===== src/rtl/alu8_pkg.sv =====
// Package: shared operation codes and flag layout for the 8-bit arithmetic unit.
// Assumes: op codes are fixed by the instruction decoder that drives the unit.
package alu8_pkg;

    typedef enum logic [2:0] {
        OP_ADD  = 3'd0,
        OP_SUB  = 3'd1,
        OP_PASS = 3'd2,
        OP_SHL  = 3'd3,
        OP_SHR  = 3'd4,
        OP_CMP  = 3'd5,
        OP_ADDR = 3'd6,
        OP_RSVD = 3'd7
    } alu_op_e;

    // bit 0 zero, bit 1 negative, bit 2 overflow
    typedef struct packed {
        logic ovf;
        logic neg;
        logic zero;
    } alu_flags_t;

endpackage


===== src/rtl/alu8_arith.sv =====
// Module: add/subtract stage with two's-complement overflow detection.
// Assumes: subtraction is done as A + ~B + 1, so a single carry chain serves both.
module alu8_arith #(
    parameter int W = 8
) (
    input  logic [W-1:0] a,
    input  logic [W-1:0] b,
    input  logic         sub,
    output logic [W-1:0] sum,
    output logic         ovf
);

    logic [W-1:0] b_eff;

    // Invert B for subtraction and add with carry-in.
    always_comb begin
        b_eff = sub ? ~b : b;
        sum   = a + b_eff + {{(W-1){1'b0}}, sub};
        ovf   = (a[W-1] == b_eff[W-1]) && (sum[W-1] != a[W-1]);
    end

endmodule


===== src/rtl/alu8_shift.sv =====
// Module: one-bit logical shifter in either direction with the bit pushed out exposed.
// Assumes: vacated positions are filled with zero.
module alu8_shift #(
    parameter int W = 8
) (
    input  logic [W-1:0] a,
    input  logic         right,
    output logic [W-1:0] shifted,
    output logic         spill
);

    // Select the shift direction and the bit that falls off the end.
    always_comb begin
        if (right) begin
            shifted = {1'b0, a[W-1:1]};
            spill   = a[0];
        end else begin
            shifted = {a[W-2:0], 1'b0};
            spill   = a[W-1];
        end
    end

endmodule


===== src/rtl/alu8_flags.sv =====
// Module: status flag register with synchronous active-low reset and load enable.
// Assumes: the caller has already folded the op-code qualification into upd.
module alu8_flags
    import alu8_pkg::*;
(
    input  logic       clk,
    input  logic       rst_n,
    input  logic       upd,
    input  alu_flags_t nxt,
    output alu_flags_t q
);

    // Load the new flags on enable, clear them on reset.
    always_ff @(posedge clk) begin
        if (!rst_n)   q <= '0;
        else if (upd) q <= nxt;
    end


    flags_rst_chk: assert property (@(posedge clk) !rst_n |=> (q == '0));


    flags_hold_chk: assert property (@(posedge clk) disable iff (!rst_n)
        !upd |=> $stable(q));

endmodule


===== src/rtl/alu8_core.sv =====
// Module: 8-bit arithmetic unit top. It decodes the op code, steers the operands to the
// adder or the shifter, picks the result and builds the next flag value.
// Assumes: the result is consumed in the same cycle and the flags one edge later.
module alu8_core
    import alu8_pkg::*;
#(
    parameter int W = 8
) (
    input  logic         clk,
    input  logic         rst_n,
    input  logic [2:0]   op,
    input  logic [W-1:0] opnd_a,
    input  logic [W-1:0] opnd_b,
    input  logic         flag_en,
    output logic [W-1:0] result,
    output logic         res_wr,
    output logic [2:0]   flags
);

    alu_op_e      op_e;
    logic [W-1:0] add_b;
    logic         add_sub;
    logic [W-1:0] add_sum;
    logic         add_ovf;
    logic [W-1:0] sh_val;
    logic         sh_spill;
    logic         defines_flags;
    alu_flags_t   nxt_flags;
    alu_flags_t   flags_q;

    assign op_e = alu_op_e'(op);

    // Route operand B to the adder: zero for copy, otherwise B.
    always_comb begin
        add_b   = (op_e == OP_PASS) ? '0 : opnd_b;
        add_sub = (op_e == OP_SUB) || (op_e == OP_CMP);
    end

    alu8_arith #(.W(W)) u_arith (
        .a   (opnd_a),
        .b   (add_b),
        .sub (add_sub),
        .sum (add_sum),
        .ovf (add_ovf)
    );

    alu8_shift #(.W(W)) u_shift (
        .a       (opnd_a),
        .right   (op_e == OP_SHR),
        .shifted (sh_val),
        .spill   (sh_spill)
    );

    // Select the result, the write qualifier and the next flag value.
    always_comb begin
        result        = '0;
        res_wr        = 1'b0;
        defines_flags = 1'b0;
        nxt_flags     = '0;
        case (op_e)
            OP_ADD, OP_SUB, OP_PASS: begin
                result        = add_sum;
                res_wr        = 1'b1;
                defines_flags = 1'b1;
                nxt_flags.ovf = add_ovf;
            end
            OP_CMP: begin
                result        = add_sum;
                defines_flags = 1'b1;
                nxt_flags.ovf = add_ovf;
            end
            OP_SHL, OP_SHR: begin
                result        = sh_val;
                res_wr        = 1'b1;
                defines_flags = 1'b1;
                nxt_flags.ovf = sh_spill;
            end
            OP_ADDR: begin
                result = add_sum;
            end
            default: begin
                result = '0;
            end
        endcase
        nxt_flags.zero = (result == '0);
        nxt_flags.neg  = result[W-1];
    end

    alu8_flags u_flags (
        .clk   (clk),
        .rst_n (rst_n),
        .upd   (flag_en && defines_flags),
        .nxt   (nxt_flags),
        .q     (flags_q)
    );

    assign flags = flags_q;


    sub_inverse_chk: assert property (@(posedge clk) disable iff (!rst_n)
        (op == 3'd1) |-> (W'(result + opnd_b) == opnd_a));


    shl_spill_chk: assert property (@(posedge clk) disable iff (!rst_n)
        (flag_en && op == 3'd3) |=> (flags[2] == $past(opnd_a[W-1])));


    shr_spill_chk: assert property (@(posedge clk) disable iff (!rst_n)
        (flag_en && op == 3'd4) |=> (flags[2] == $past(opnd_a[0])));


    addr_keep_chk: assert property (@(posedge clk) disable iff (!rst_n)
        (op == 3'd6) |=> $stable(flags));


    cmp_nowr_chk: assert property (@(posedge clk) disable iff (!rst_n)
        (op == 3'd5) |-> (!res_wr && W'(result + opnd_b) == opnd_a));

endmodule


===== config.mk =====
export PLATFORM = sky130hd
export DESIGN_NAME = alu8_core
export DESIGN_NICKNAME = d
export VERILOG_FILES = /design/src/rtl/alu8_pkg.sv /design/src/rtl/alu8_arith.sv /design/src/rtl/alu8_shift.sv /design/src/rtl/alu8_flags.sv /design/src/rtl/alu8_core.sv
export SDC_FILE = /design/constraint.sdc
export NUM_CORES = 1
export LEC_CHECK = 0
export ABC_CLOCK_PERIOD_IN_PS = 2810
export BUFFER_PORTS_ARGS = -buffer_cell sky130_fd_sc_hd__buf_4
export CAP_MARGIN = 30
export CELL_PAD_IN_SITES_DETAIL_PLACEMENT = 1
export CELL_PAD_IN_SITES_GLOBAL_PLACEMENT = 1
export CORE_MARGIN = 10
export CORE_UTILIZATION = 34
export CTS_CLUSTER_SIZE = 40
export DETAILED_ROUTE_END_ITERATION = 10
export PLACE_DENSITY = 0.79
export SLEW_MARGIN = 20
export SYNTH_ARGS = -nofsm -noshare
export SYNTH_HDL_FRONTEND = slang
export SYNTH_HIERARCHICAL = 1
export SYNTH_SLANG_ARGS = --single-unit

===== constraint.sdc =====
create_clock -name clk -period 2.81 [get_ports clk]
set_clock_uncertainty 0.15 [all_clocks]
set_input_delay 0.1405 -clock clk [delete_from_list [all_inputs] [get_ports clk]]
set_output_delay 0.1405 -clock clk [all_outputs]
set_load 0.005 [all_outputs]

==> results.json <==
{
  "status": "finished, violations left",
  "failed_checks": "negative setup slack",
  "die_h_um": 77.1,
  "cp_slowest_stage_delay_ns": 0.36,
  "min_path_cells": 4,
  "grt_max_degree": 15,
  "totalWireLength_um": 5390,
  "worstSetupStartpointType": "primary input",
  "worst_pin_slew_ns": 0.644,
  "ioPinCount": 34,
  "diodes": 0,
  "reg_top3": "u_flags/q (3)",
  "gp_congestion": 0.858,
  "drc": 0,
  "p_leak_nw": 0.868,
  "synth_area_sq_um": 1110,
  "ys_types": 44,
  "antenna_found_initial": 0,
  "finalCritPeriodShare": 1.11,
  "drv_cap": 0,
  "core_area_sq_um": 3080,
  "synthArstFlopShare": 0,
  "ys_warn_count": 6,
  "htreeDepth": 1,
  "fillCellCount": 368,
  "vias_per_cell": 5.65,
  "crit_chain": "buf_8 > nor3_4 > nor2b_1 > xor2_1 > ha_1 > nor2b_4 > o31a_1 > o211ai_1 > nand3_2 > a221oi_2 > o22ai_1 > nor4_2 > mux2i_1 > nor2b_1",
  "grt_pass1_vias": 1488,
  "hp-class": "primary input to flip-flop",
  "min_from": "flag_en",
  "setup_ws_ns": -0.303,
  "routedWlPerCell_um": 22.2,
  "hold_ws_ns": 0.347,
  "max_flop_register": "u_flags/q",
  "syn_nets": 162,
  "dr.pass1.iters": 4,
  "grt_first_pass_wirelength_um": 7350,
  "seq_area_sq_um": 60.1,
  "cp.arrival_ns": 3.12,
  "setup_viol_count_final": 7,
  "multi_input_area_sq_um": 1110,
  "min_to": "u_flags/q[2]",
  "crit_fanout": 5,
  "crit_required_ns": 2.81,
  "initial_core_util": 0.361,
  "layout-drive-gt1-share": 0.598,
  "synth_ff_type": "dfxtp_1",
  "post-route-min-period_ns": 3.11,
  "cp_common_cell": "nor2b_1",
  "grt_overflow": 0,
  "cp-end-kind": "flip-flop",
  "num_vias": 1373,
  "critical_path_class": "primary input to flip-flop",
  "ys_ff_latch": 3,
  "hpwl_um": 3590,
  "synth_top_cell_by_area": "mux2_4",
  "seq_area_frac_synth": 0.0541,
  "fmax_mhz": 321,
  "maxSlewHeadroom": 0.567,
  "fp.dieW_um": 77.1,
  "avgSynthCellArea_sq_um": 8.34,
  "cts.path.max_buffers": 2,
  "ctsRootBufferMaster": "clkbuf_4",
  "drtIter0Drc": 103,
  "reg2reg_from": "u_flags/q[0]",
  "antenna_left": 0,
  "vdd_drop_max_v": 0.000133,
  "die-area_sq_um": 5950,
  "grt_usage": 0.148,
  "rr_endpoint": "u_flags/q[0]",
  "cts.sinks": 3,
  "cts.clk_slew.worst_paths_ns": 0.04,
  "maxSlewViolCount": 0,
  "crit_path_top_delay_cell": "ha_1",
  "hold_violations": 0,
  "largest_reg_flops": 3,
  "cts_tree": "built",
  "rr_worst_depth": 2,
  "rsz0062_at_grt": "yes",
  "placement_rows": 20,
  "dp.cells": 228,
  "syn_to_final_growth_pct": 67.2,
  "synthCells": 133,
  "cts_buffers": 3,
  "rrSetupSlack_ns": 1.96,
  "port_buffers": 33,
  "stdcell_count": 243,
  "synthTopCellsByCount": "nor2_1 (12), nor2b_1 (12), xor2_1 (11)",
  "synth_top_area_share": 0.0947,
  "clock_latency_ns": 0.24,
  "p_per_area_nw_per_um2": 342,
  "synthTopCellsByArea": "mux2_4 (9.5%), xor2_1 (8.7%), ha_1 (6.8%)",
  "nets": 229,
  "synth_edf_count": 0
}
-- cells in the final DEF (no fill, tap or decap), drive strengths merged, types with 2 or more instances in the layout --
master,instances
a221oi,9
nor2,12
o22ai,4
ha,6
nor2b,14
clkbuf,4
buf,70
nand2,4
mux2i,5
nor3,2
xor2,11
a211oi,8
a21oi,4
dfxtp,3
inv,6
mux2,7
o21ai,3
and3b,8
-- per-stage QoR --
stage	power [mW]	utilization	TNS, ns	worst slack (ns)	area, sq um
after floorplan	0.290	-	-0.0397	-0.0397	1140
after global placement	0.435	0.512	-0.311	-0.186	1580
after detailed placement	0.457	0.512	-1.19	-0.421	1580
after CTS	0.561	0.549	-0.260	-0.145	1690
after global routing	0.680	0.603	-1.79	-0.374	1860
final	0.634	0.603	-1.02	-0.303	1860
-- critical path, delay by kind of cell --
kind,cells,cell delay (ns)
compound gates,4,1.05
buf+inv,1,0.10
mux,1,0.13
fa+ha+maj,1,0.36
simple gates,6,1.17
xor+xnor,1,0.17
-- cells by family after synthesis --
group,synth area share
AND/OR/NAND/NOR,0.274
AO/OA/AOI/OAI,0.266
buffers and inverters,0.0823
XOR/XNOR,0.0947
multiplexers,0.143
adder cells (fa/ha/maj),0.0857
flip-flops,0.0541
-- where the power goes --
| group | internal, mW | total [mW] | leakage, nW | switching [mW] |
|---|---|---|---|---|
| sequential | 0.0453 | 0.0468 | 0.0245 | 0.00151 |
| combinational | 0.255 | 0.505 | 0.829 | 0.250 |
| clock | 0.0536 | 0.0819 | 0.0150 | 0.0283 |
| total | 0.354 | 0.634 | 0.868 | 0.280 |
-- routing by layer --
metal	GRT usage	share of wire	up-vias	routed length [um]
li1	-	-	624	-
met1	0.156	0.39	693	2100
met2	0.292	0.56	44	3010
met3	0.0186	0.030	12	162
met4	0.0420	0.022	0	117
met5	0	0	-	0
-- area by class of cell --
type                            count  area share
Tap cell                           44      0.0297
Clock buffer                        4      0.0142
Multi-Input combinational cell    115       0.599
Sequential cell                     3      0.0324
Inverter                            6      0.0121
Timing Repair Buffer               71       0.313
-- repair_timing --
action | in CTS | in global routing
setup buffers | 2 | 8
hold buffers | 1 | 0
endpoints found under the setup margin | 6 | 9
pin swaps | 12 | 8
hold endpoints to repair | 2 | 0
gates resized for setup | 13 | 26
-- worst max path at each step --
| stage | start | endpoint | slack, ns |
|---|---|---|---|
| after floorplan | op[1] | u_flags/q[0] | -0.04 |
| after global placement | op[1] | u_flags/q[0] | -0.19 |
| after detailed placement | op[1] | u_flags/q[0] | -0.42 |
| after CTS | op[2] | result[7] | -0.15 |
| after global routing | op[2] | u_flags/q[0] | -0.37 |
| final | op[2] | u_flags/q[0] | -0.30 |
No activity file was read; power rests on OpenSTA's default activity.
